File: config.mk
export PLATFORM = sky130hd
export DESIGN_NAME = frame_downscaler
export DESIGN_NICKNAME = d
export VERILOG_FILES = /design/src/rtl/dscale_pkg.sv /design/src/rtl/dscale_ctrl.sv /design/src/rtl/dscale_datapath.sv /design/src/rtl/frame_downscaler.sv
export SDC_FILE = /design/constraint.sdc
export NUM_CORES = 1
export LEC_CHECK = 0
export ABC_AREA = 1
export BUFFER_PORTS_ARGS = -buffer_cell sky130_fd_sc_hd__buf_4
export CORE_MARGIN = 3
export CORE_UTILIZATION = 65
export CTS_CLUSTER_DIAMETER = 30
export DETAILED_ROUTE_END_ITERATION = 16
export GPL_ROUTABILITY_DRIVEN = 1
export HOLD_SLACK_MARGIN = 0.03
export PLACE_DENSITY = 0.83
export RECOVER_POWER = 25
export SYNTH_ARGS = -nofsm -noshare
export SYNTH_HDL_FRONTEND = slang
export SYNTH_SLANG_ARGS = --single-unit
File: constraint.sdc
create_clock -name clk -period 9.25 [get_ports clk]
set_input_delay 0.925 -clock clk [delete_from_list [all_inputs] [get_ports clk]]
set_output_delay 0.925 -clock clk [all_outputs]
set_load 0.005 [all_outputs]
File: src/rtl/dscale_pkg.sv
package dscale_pkg;

  typedef enum logic {
    ASPECT_STD  = 1'b0,
    ASPECT_WIDE = 1'b1
  } aspect_e;

  // Per-pixel strobes from the control to the datapath.
  typedef struct packed {
    logic write;    // keep the pixel now in the stage register
    logic restart;  // that pixel opens a new frame
  } dscale_strb_t;

endpackage

File: src/rtl/dscale_ctrl.sv
module dscale_ctrl
  import dscale_pkg::*;
#(
  parameter int IN_W       = 640,
  parameter int IN_H       = 480,
  parameter int OUT_W      = 120,
  parameter int OUT_H_STD  = 60,
  parameter int OUT_H_WIDE = 96,
  localparam int XW = $clog2(IN_W + 1),
  localparam int YW = $clog2(IN_H + 1)
) (
  input  logic          clk,
  input  logic          rstN,
  input  logic          inValid,
  input  logic          inSof,
  input  logic          inSol,
  input  logic          modeWide,
  input  logic          freeze,
  input  logic          zoomEn,
  input  logic [XW-1:0] cropX,
  input  logic [YW-1:0] cropY,
  input  logic [XW-1:0] cropW,
  input  logic [YW-1:0] cropH,
  output dscale_strb_t  strb
);

  localparam logic [XW-1:0] IN_W_L    = XW'(IN_W);
  localparam logic [XW-1:0] OUT_W_L   = XW'(OUT_W);
  localparam logic [YW-1:0] IN_H_L    = YW'(IN_H);
  localparam logic [YW-1:0] OH_STD_L  = YW'(OUT_H_STD);
  localparam logic [YW-1:0] OH_WIDE_L = YW'(OUT_H_WIDE);

  // ---------------- frame settings, clamped at start of frame ----------------
  aspect_e       nMode;
  logic [YW-1:0] nOh;
  logic [XW-1:0] nCx, nCw, roomX;
  logic [YW-1:0] nCy, nCh, roomY;

  always_comb begin
    nMode = modeWide ? ASPECT_WIDE : ASPECT_STD;
    nOh   = (nMode == ASPECT_WIDE) ? OH_WIDE_L : OH_STD_L;
    if (zoomEn) begin
      nCx   = (cropX > IN_W_L - OUT_W_L) ? IN_W_L - OUT_W_L : cropX;
      roomX = IN_W_L - nCx;
      nCw   = (cropW > roomX) ? roomX : cropW;
      if (nCw < OUT_W_L) nCw = OUT_W_L;
      nCy   = (cropY > IN_H_L - nOh) ? IN_H_L - nOh : cropY;
      roomY = IN_H_L - nCy;
      nCh   = (cropH > roomY) ? roomY : cropH;
      if (nCh < nOh) nCh = nOh;
    end else begin
      nCx   = '0;
      roomX = IN_W_L;
      nCw   = IN_W_L;
      nCy   = '0;
      roomY = IN_H_L;
      nCh   = IN_H_L;
    end
  end

  logic [XW-1:0] cfgCx, cfgCw;
  logic [YW-1:0] cfgCy, cfgCh, cfgOh;
  logic          cfgFreeze;

  always_ff @(posedge clk) begin
    if (!rstN) begin
      cfgCx     <= '0;
      cfgCw     <= IN_W_L;
      cfgCy     <= '0;
      cfgCh     <= IN_H_L;
      cfgOh     <= OH_STD_L;
      cfgFreeze <= 1'b0;
    end else if (inValid && inSof) begin
      cfgCx     <= nCx;
      cfgCw     <= nCw;
      cfgCy     <= nCy;
      cfgCh     <= nCh;
      cfgOh     <= nOh;
      cfgFreeze <= freeze;
    end
  end

  // ---------------- stage-1 markers and input coordinates ----------------
  logic s1Valid, s1Sof, s1Sol;

  always_ff @(posedge clk) begin
    if (!rstN) begin
      s1Valid <= 1'b0;
      s1Sof   <= 1'b0;
      s1Sol   <= 1'b0;
    end else begin
      s1Valid <= inValid;
      if (inValid) begin
        s1Sof <= inSof;
        s1Sol <= inSol | inSof;
      end
    end
  end

  logic          lineStart;
  logic [XW-1:0] xReg, curX;
  logic [YW-1:0] yReg, curY;

  assign lineStart = s1Sof | s1Sol;
  assign curX      = lineStart ? '0 : xReg;
  assign curY      = s1Sof ? '0 : (s1Sol ? yReg + 1'b1 : yReg);

  always_ff @(posedge clk) begin
    if (!rstN) begin
      xReg <= '0;
      yReg <= '0;
    end else if (s1Valid) begin
      xReg <= curX + 1'b1;
      yReg <= curY;
    end
  end

  // ---------------- horizontal stepping ----------------
  logic [XW:0]   colEnd, hSum;
  logic [XW-1:0] hAcc, hAccEff, hNext;
  logic          inColWin, colHit;

  assign colEnd   = {1'b0, cfgCx} + {1'b0, cfgCw};
  assign inColWin = (curX >= cfgCx) && ({1'b0, curX} < colEnd);
  assign hAccEff  = lineStart ? '0 : hAcc;
  assign hSum     = {1'b0, hAccEff} + {1'b0, OUT_W_L};
  assign colHit   = inColWin && (hSum >= {1'b0, cfgCw});
  assign hNext    = colHit ? XW'(hSum - {1'b0, cfgCw}) : hSum[XW-1:0];

  always_ff @(posedge clk) begin
    if (!rstN) begin
      hAcc <= '0;
    end else if (s1Valid) begin
      if (inColWin)       hAcc <= hNext;
      else if (lineStart) hAcc <= '0;
    end
  end

  // ---------------- vertical stepping, decided once per line ----------------
  logic [YW:0]   rowEnd, vSum;
  logic [YW-1:0] vAcc, vAccEff, vNext;
  logic          inRowWin, rowHitNow, rowHitReg, rowHit;

  assign rowEnd    = {1'b0, cfgCy} + {1'b0, cfgCh};
  assign inRowWin  = (curY >= cfgCy) && ({1'b0, curY} < rowEnd);
  assign vAccEff   = s1Sof ? '0 : vAcc;
  assign vSum      = {1'b0, vAccEff} + {1'b0, cfgOh};
  assign rowHitNow = inRowWin && (vSum >= {1'b0, cfgCh});
  assign vNext     = rowHitNow ? YW'(vSum - {1'b0, cfgCh}) : vSum[YW-1:0];
  assign rowHit    = lineStart ? rowHitNow : rowHitReg;

  always_ff @(posedge clk) begin
    if (!rstN) begin
      vAcc      <= '0;
      rowHitReg <= 1'b0;
    end else if (s1Valid && lineStart) begin
      rowHitReg <= rowHitNow;
      if (inRowWin)   vAcc <= vNext;
      else if (s1Sof) vAcc <= '0;
    end
  end

  assign strb.write   = s1Valid && !cfgFreeze && rowHit && colHit;
  assign strb.restart = s1Valid && s1Sof;

  // ---------------- assertions ----------------
  assert_cfg_hold_R7: assert property (@(posedge clk) disable iff (!rstN)
    !(inValid && inSof) |=> ($stable(cfgCx) && $stable(cfgCw) && $stable(cfgCy)
                             && $stable(cfgCh) && $stable(cfgOh) && $stable(cfgFreeze)));

  assert_window_fit_R9: assert property (@(posedge clk) disable iff (!rstN)
    (cfgCw >= OUT_W_L) && (colEnd <= {1'b0, IN_W_L})
    && (cfgCh >= cfgOh) && (rowEnd <= {1'b0, IN_H_L}));

  assert_frozen_quiet_R6: assert property (@(posedge clk) disable iff (!rstN)
    cfgFreeze |-> !strb.write);

  assert_valid_gate_R10: assert property (@(posedge clk) disable iff (!rstN)
    !s1Valid |-> !(strb.write || strb.restart));

endmodule

File: src/rtl/dscale_datapath.sv
module dscale_datapath
  import dscale_pkg::*;
#(
  parameter int PIX_W  = 18,
  parameter int DEPTH  = 11520,
  localparam int ADDR_W = $clog2(DEPTH)
) (
  input  logic              clk,
  input  logic              rstN,
  input  logic              inValid,
  input  logic [PIX_W-1:0]  inPix,
  input  dscale_strb_t      strb,
  output logic              wrEn,
  output logic [ADDR_W-1:0] wrAddr,
  output logic [PIX_W-1:0]  wrData
);

  logic [PIX_W-1:0]  pixS1;
  logic [ADDR_W-1:0] addrCnt, addrBase;

  always_ff @(posedge clk) begin
    if (inValid) pixS1 <= inPix;
  end

  assign addrBase = strb.restart ? '0 : addrCnt;

  always_ff @(posedge clk) begin
    if (!rstN) begin
      addrCnt <= '0;
      wrEn    <= 1'b0;
      wrAddr  <= '0;
      wrData  <= '0;
    end else begin
      wrEn <= strb.write;
      if (strb.write) begin
        wrAddr  <= addrBase;
        wrData  <= pixS1;
        addrCnt <= addrBase + 1'b1;
      end else if (strb.restart) begin
        addrCnt <= '0;
      end
    end
  end

  // ---------------- assertions ----------------
  logic [ADDR_W-1:0] lastAddr;
  always_ff @(posedge clk) begin
    if (!rstN)     lastAddr <= '0;
    else if (wrEn) lastAddr <= wrAddr;
  end

  assert_addr_seq_R4: assert property (@(posedge clk) disable iff (!rstN)
    wrEn |-> (wrAddr == '0) || (wrAddr == lastAddr + 1'b1));

  assert_addr_range_R4: assert property (@(posedge clk) disable iff (!rstN)
    wrEn |-> ({1'b0, wrAddr} < (ADDR_W + 1)'(DEPTH)));

endmodule

File: src/rtl/frame_downscaler.sv
module frame_downscaler
  import dscale_pkg::*;
#(
  parameter int IN_W       = 640,
  parameter int IN_H       = 480,
  parameter int OUT_W      = 120,
  parameter int OUT_H_STD  = 60,
  parameter int OUT_H_WIDE = 96,
  parameter int PIX_W      = 18,
  localparam int XW     = $clog2(IN_W + 1),
  localparam int YW     = $clog2(IN_H + 1),
  localparam int OH_MAX = (OUT_H_WIDE > OUT_H_STD) ? OUT_H_WIDE : OUT_H_STD,
  localparam int DEPTH  = OUT_W * OH_MAX,
  localparam int ADDR_W = $clog2(DEPTH)
) (
  input  logic              clk,
  input  logic              rstN,
  input  logic              inValid,
  input  logic              inSof,
  input  logic              inSol,
  input  logic [PIX_W-1:0]  inPix,
  input  logic              modeWide,
  input  logic              freeze,
  input  logic              zoomEn,
  input  logic [XW-1:0]     cropX,
  input  logic [YW-1:0]     cropY,
  input  logic [XW-1:0]     cropW,
  input  logic [YW-1:0]     cropH,
  output logic              wrEn,
  output logic [ADDR_W-1:0] wrAddr,
  output logic [PIX_W-1:0]  wrData
);

  dscale_strb_t strb;

  dscale_ctrl #(
    .IN_W(IN_W), .IN_H(IN_H), .OUT_W(OUT_W),
    .OUT_H_STD(OUT_H_STD), .OUT_H_WIDE(OUT_H_WIDE)
  ) u_ctrl (
    .clk(clk), .rstN(rstN), .inValid(inValid), .inSof(inSof), .inSol(inSol),
    .modeWide(modeWide), .freeze(freeze), .zoomEn(zoomEn),
    .cropX(cropX), .cropY(cropY), .cropW(cropW), .cropH(cropH),
    .strb(strb)
  );

  dscale_datapath #(
    .PIX_W(PIX_W), .DEPTH(DEPTH)
  ) u_dp (
    .clk(clk), .rstN(rstN), .inValid(inValid), .inPix(inPix), .strb(strb),
    .wrEn(wrEn), .wrAddr(wrAddr), .wrData(wrData)
  );

endmodule

Yosys cells after proc, flatten, opt, wreduce, memory -nomap -nowiden
Index checks and enable logic that the tools add are counted.

Reduce and logical (&&, ||, !) cells: 11. Add/sub/neg operators: 12. Bitwise logic cells: 2. Multiplexer cells: 24. Magnitude comparators: 12.

Operators with widths (number): $mux W10 (9); $mux W9 (10); $mux W14 (2); $add A9 B9 Y10 (2); $gt A9 B9 Y1 (2); $sub A9 B9 Y9 const A (2); $add A14 B1 Y14 const B (1); $add A10 B10 Y11 (1); $add A10 B7 Y11 const B (1); $ge A11 B10 Y1 (1); $lt A10 B11 Y1 (1); $add A10 B1 Y10 const B (1); $ge A10 B10 Y1 (1); $ge A10 B9 Y1 (1); $gt A10 B10 Y1 (1); $gt A10 B10 Y1 const B (1); $logic_and A1 B1 Y1 (10); $lt A10 B7 Y1 const B (1); $lt A9 B10 Y1 (1); $sub A10 B10 Y10 (1); $sub A10 B10 Y10 const A (1); $add A9 B1 Y9 const B (1); $ge A9 B9 Y1 (1); $lt A9 B9 Y1 (1); other kinds (5) (7).

Logic and storage cells: 80. Output and inout port bits: 33. Bits of input ports: 64. Register bits: 155.

Logic depth before layout (Yosys ltp)
Word-level depth: 11. Gate-level depth with buffers: 34. Depth with buffers taken out: 33.

By module
From an unflattened synthesis, not the netlist that was laid out.

Cell total of the unflattened synthesis: 1482. Area, all modules: 10388.7 sq um.

By module, submodules not included: dscale_ctrl (cells each 1217, sequential area each 1661.6 sq um, area each 7995.2 sq um, instances 1); dscale_datapath (cells each 265, sequential area each 1481.4 sq um, area each 2393.5 sq um, instances 1).

Worst setup path after synthesis
Ideal clock, no wire load.

Path kind: in2reg. Start point: input modeWide. End point: register u_ctrl.cfgCh[6]. Path buffers: 1. Setup slack: 4.962 ns. Arrival time: 4.173 ns. Data required time: 9.135 ns. Cell stages on the path: 31. Setup time: 0.115 ns. Cells stage by stage: ha_1 > nand2_1 > nor2_1 > nand3_1 > nand2_2 > nand2_1 > nand2_1 > nand2_1 > or2_1 > nand2_1 > nand2_1 > ha_1 > nand2_1 > inv_1 > nand2_1 > nand2_1 > nand2_1 > nand3_1 > nand2_1 > clkbuf_1 > nand2_1 > o21ai_1 > ha_1 > a21oi_1 > nand2_1 > nand2_1 > nand2_2 > nand2_1 > nand3_1 > nand2_1 > nand2_1.

Cells in the longest elaborated chain, start to end: 11.

Ends and longest elaborated chain: start: declaration (line frame_downscaler.sv:22) `input logic modeWide,`; $mux W1 * (line dscale_ctrl.sv:40) `nMode = modeWide ? ASPECT_WIDE : ASPECT_STD;`; $mux W7 * (line dscale_ctrl.sv:41) `nOh = (nMode == ASPECT_WIDE) ? OH_WIDE_L : OH_STD_L;`; $sub A9 B9 Y9 (line dscale_ctrl.sv:47) `nCy = (cropY > IN_H_L - nOh) ? IN_H_L - nOh : cropY;`; $gt A9 B9 Y1 (line dscale_ctrl.sv:47); $mux W9 (line dscale_ctrl.sv:47); $sub A9 B9 Y9 (line dscale_ctrl.sv:48) `roomY = IN_H_L - nCy;`; $gt A9 B9 Y1 (line dscale_ctrl.sv:49) `nCh = (cropH > roomY) ? roomY : cropH;`; $mux W9 (line dscale_ctrl.sv:49); $lt A9 B9 Y1 (line dscale_ctrl.sv:50) `if (nCh < nOh) nCh = nOh;`; $mux W9 * (line dscale_ctrl.sv:50); $mux W9 * (line dscale_ctrl.sv:42) `if (zoomEn) begin`; end signal: assignment (line dscale_ctrl.sv:77) `cfgCh <= nCh;`; end: declaration (line dscale_ctrl.sv:62) `logic [YW-1:0] cfgCy, cfgCh, cfgOh;`.

Every way passes the cells marked *; elsewhere a longest branch is shown, timed or not. A chain may end at the register's enable or synchronous reset.

Worst setup path in the final report
Start point: register u_ctrl.s1Sof. End point: register u_dp.wrAddr[7].

Cells in the longest elaborated chain, start to end: 7. Elaborated cells on any way between the ends: 22. Classes of those cells: add/sub: 2; order compare: 6; mux: 6; bitwise: 1; reduce/logical: 7.

Ends and longest elaborated chain: start: declaration (line dscale_ctrl.sv:84) `logic s1Valid, s1Sof, s1Sol;`; start signal: assignment (line dscale_ctrl.sv:94) `s1Sof <= inSof;`; $mux W9 (on tied branches) (line dscale_ctrl.sv:146, dscale_ctrl.sv:106); $add A9 B9 Y10 (tied with other cells) (line dscale_ctrl.sv:147) `assign vSum = {1'b0, vAccEff} + {1'b0, cfgOh};`; $ge A10 B9 Y1 / $logic_and A1 B1 Y1 (equally long branches) (line dscale_ctrl.sv:148, dscale_ctrl.sv:145); $logic_and A1 B1 Y1 (line dscale_ctrl.sv:148) `assign rowHitNow = inRowWin && (vSum >= {1'b0, cfgCh});`; $mux W1 (line dscale_ctrl.sv:150) `assign rowHit = lineStart ? rowHitNow : rowHitReg;`; $logic_and A1 B1 Y1 (2 in series) (line dscale_ctrl.sv:163) `assign strb.write = s1Valid && !cfgFreeze && rowHit && colHit;`; end signal: assignment (line dscale_datapath.sv:36) `wrAddr <= addrBase;`; end: declaration (line dscale_datapath.sv:14) `output logic [ADDR_W-1:0] wrAddr,`.

Parallel ways exist; a longest one is shown, timed or not.

==> impl_results.md <==
- Critical Path RT: a little under 10000 ps
- Cells along the critical path: nor2_2 -> nand2_1 -> ha_1 -> nand3_1 -> xor2_1 -> inv_1 -> ha_1 -> inv_1 -> nor3_1 -> nand3b_1 -> nand4_1 -> o21ai_0 -> nand2_2 -> nand4_4 -> nor2_4 -> nand2_4 -> inv_2 -> nand2_1 -> a21oi_1
- Count leader, synth: nand2_1
- Slew Viols, Final: 50
- Part of the power in combinational logic: 22.8%
- Post-synth EDFFs: 18
- DRC Markers: 0
- Pleak: 5.479 nW
- Final Cell Area: about 0.012 mm2
- Top cells by area, synth: dfxtp_1 25%, ha_1 13%, nand2_1 12%
- FF+latch count, synth: 148
- Die Y: 133.1 um
- Ports: 97
- Die X: 133.1 um
- Initial antenna violation count: 0
- 1st-iter DRT viols: 654
- Count of cell types in the netlist: 56
- Sequential power share: between 30% and 40%
- Layout cell share with drive strength beyond 1: under 10%
- Final Routed Wirelength: 25.63 mm
- Core Util, Final: 76.76%
- I/O Buffers: 96
- FFs w/ async S/R, synth: 0%
- Gpl congestion: 0.9732
- Ys flop type: dfxtp_1
- Sw Pwr: ~0.60 mW
- Synth area leader: dfxtp_1
- Fill cell count: 1247
- ANT cells: 0
- Num rows: 45
- Switching Share: 33.41%
- Sequential fraction of the synthesis area: approximately 30%
- Fmax: roughly 200 MHz
- Syn_nets: 1705
- Final antenna-violating net count: 0
- Post-CTS Setup Repair Bufs: 0
- H-tree depth: 4
- Initial DRT Pass Iterations: 6
- Hold Crit Class: flip-flop to flip-flop
- Cells after synthesis: approximately 1500
- Tmin final: 5057 ps
- Worst-Margin Slew: 2272 ps
- Via count: 10120
- Die area: 0.01772 mm2
- Clock power frac: 38.5%
- Vias per inst: approximately 5.5
- Final #Nets: 1776
- Critical-path top delay cell: nor2_2
- Worst Reg2Reg Path Length in Cells: 19
- Setup crit end kind: flip-flop
- Pwr Total: 1.786 mW
- CP Max Fanout: 48
- Core area: about 0.015 mm2
- Clk buf depth: 2
- Peak supply drop: 0.1258 mV
- Power Density: 150.2 mW/mm2
- Worst skew pair latency: roughly 430 ps
- CTS tree: built
- Number of cells on the critical path: 19
- Final worst-path cycle share: between 50% and 60%
- WP buf/inv: 3
- Area Growth Syn to Fin: 13.18%
- Overflow after GRT: 0
- Post-Syn Area: 0.01050 mm2
- Internal Pwr Total: between 1 and 1.5 mW
- Outcome: finished, violations left
- GR Util All Layers: 28.54%
- YS warnings: 0
- CTS root buf: clkbuf_16
- WS Path Type: flip-flop to flip-flop
- CTS sink cnt: 148
- Max-cap violation count: 1
- Average cell area after synthesis: 6.868 um2
- Num CTS Buffers: 17
- Commonest cells in the netlist: 338 x nand2_1, 193 x inv_1, 172 x nor2_1
- Violated checks: capacitance limit, slew limit
- Nature of the critical path startpoint: flip-flop
- Clock slew at reported path FFs: 70 ps
- WP data arrival: 5410 ps
- Hold Crit Depth: 2
- Layout Skew: 7.139 ps
- HPWL after DPL: 19.32 mm
- Top Family by Delay on Critical Path: simple AND/OR/NAND/NOR gates
- Reg2Reg Setup Slack: 4190 ps
- First-pass GRT wire length: 42.28 mm
- Final hold violations: 0
- Area share of the largest cell type after synthesis: 24.78%
- Setup violators final: 0
- Number of global-route vias before repair: around 9200
- CP peak stage delay: 570 ps
- Area after DPL: 0.01128 mm2
- Rel. slew slack: -51.47%
- Largest net degree at the start of global routing: 81
- Drt wl/cell: 14.05 um
- Resize count post-CTS: 0
- Starting density of the core: 67.82%
- RSZ-0062 raised after global routing: false
- Post-CTS Hold Buffers: 0
- Final TNS setup: 0 ps
[sequential cells by signal, indices dropped and copies added, names as in the netlist]
| signal | count |
|---|---|
| u_ctrl.s1Valid | 1 |
| u_ctrl.cfgCx | 10 |
| u_ctrl.hAcc | 10 |
| u_ctrl.rowHitReg | 1 |
| u_ctrl.xReg | 10 |
| u_dp.wrEn | 1 |
| u_dp.wrAddr | 14 |
| u_ctrl.cfgCh | 9 |
| u_ctrl.s1Sol | 1 |
| u_ctrl.cfgFreeze | 1 |
| u_ctrl.cfgCy | 9 |
| u_ctrl.yReg | 9 |
| u_ctrl.s1Sof | 1 |
| u_dp.pixS1 | 18 |
| u_ctrl.cfgCw | 10 |
| u_dp.wrData | 18 |
| u_ctrl.cfgOh | 2 |
| u_ctrl.vAcc | 9 |
| u_dp.addrCnt | 14 |
[path summary, 6_finish.rpt]
| path | start | end |
|---|---|---|
| worst min-delay path | u_ctrl.hAcc[1] | u_ctrl.hAcc[1] |
| worst max register to register | u_ctrl.s1Sof | u_dp.wrAddr[7] |
| worst min register to register | u_ctrl.hAcc[1] | u_ctrl.hAcc[1] |
| worst max-delay path | u_ctrl.s1Sof | u_dp.wrAddr[7] |
[layout make-up]
type                            count  area, um2  area share (%)
Sequential cell                   148       3143           26.44
Clock buffer                       17      425.4           3.579
Multi-Input combinational cell   1133       6375           53.64
Clock inverter                     15      187.7           1.579
Timing Repair Buffer              100      739.5           6.222
Tap cell                          211      264.0           2.221
Inverter                          200      750.7           6.316
[layout by cell type (no fill, tap or decap), drive strengths merged]
cell / instances
xor2: 33
o22ai: 1
nand2: 345
o2111ai: 1
and2: 3
or2: 4
clkinv: 11
o211ai: 13
nor3b: 1
a21boi: 1
dfxtp: 130
a21oi: 149
nor4: 9
nand3: 87
nor2: 177
a21o: 3
o21bai: 4
a41oi: 1
buf: 70
nor3: 25
clkinvlp: 1
a221oi: 1
nand4: 14
a31oi: 4
a211oi: 4
ha: 107
o21ai: 107
fa: 5
xnor2: 14
nand3b: 3
o31ai: 1
edfxtp: 18
o31a: 3
inv: 203
a22oi: 5
o21a: 7
and3: 1
clkbuf: 47
[through the flow]
stage / hold WS, ps / instances / setup slack (ps)
floorplan: 439.2 / 1529 / 4962
global placement: 451.9 / 1792 / 4460
detailed placement: 457.4 / 1792 / 4315
CTS: 467.8 / 1824 / 4276
global route: 482.6 / 1824 / 3686
finish: 468.2 / 1824 / 4193
[logic make-up after synthesis]
logic type	Yosys count	synth area share, %
buf+inv	248	9.389
simple gates	669	27.17
flops	148	29.93
fa+ha+maj	112	13.70
compound gates	305	15.89
xor+xnor	47	3.920
[power by group through the flow]
stage / Combinational [mW] / Clock (mW) / Sequential [mW]
after floorplan: 0.301 / 0 / 0.698
after global placement: 0.391 / 0 / 0.703
after detailed placement: 0.399 / 0 / 0.704
after CTS: 0.403 / 0.693 / 0.690
after global routing: 0.459 / 0.722 / 0.692
final: 0.407 / 0.688 / 0.690
[worst register-to-register path: cells and delay by family (launching register included)]
family | cells | cell delay (ps)
simple gates | 11 | 2730
buf+inv | 3 | 680
fa+ha+maj | 2 | 650
flops | 1 | 480
compound gates | 2 | 250
xor+xnor | 1 | 200
[routing by layer]
layer / track usage [%] / up-vias / wire [um]
met5: 0 / - / 0
met4: 8.914 / 0 / 475
met3: 3.701 / 42 / 1346
met2: 50.11 / 306 / 12490
met1: 36.63 / 4580 / 11320
li1: - / 5192 / -
Note: power is estimated with default switching activity, not from simulation.
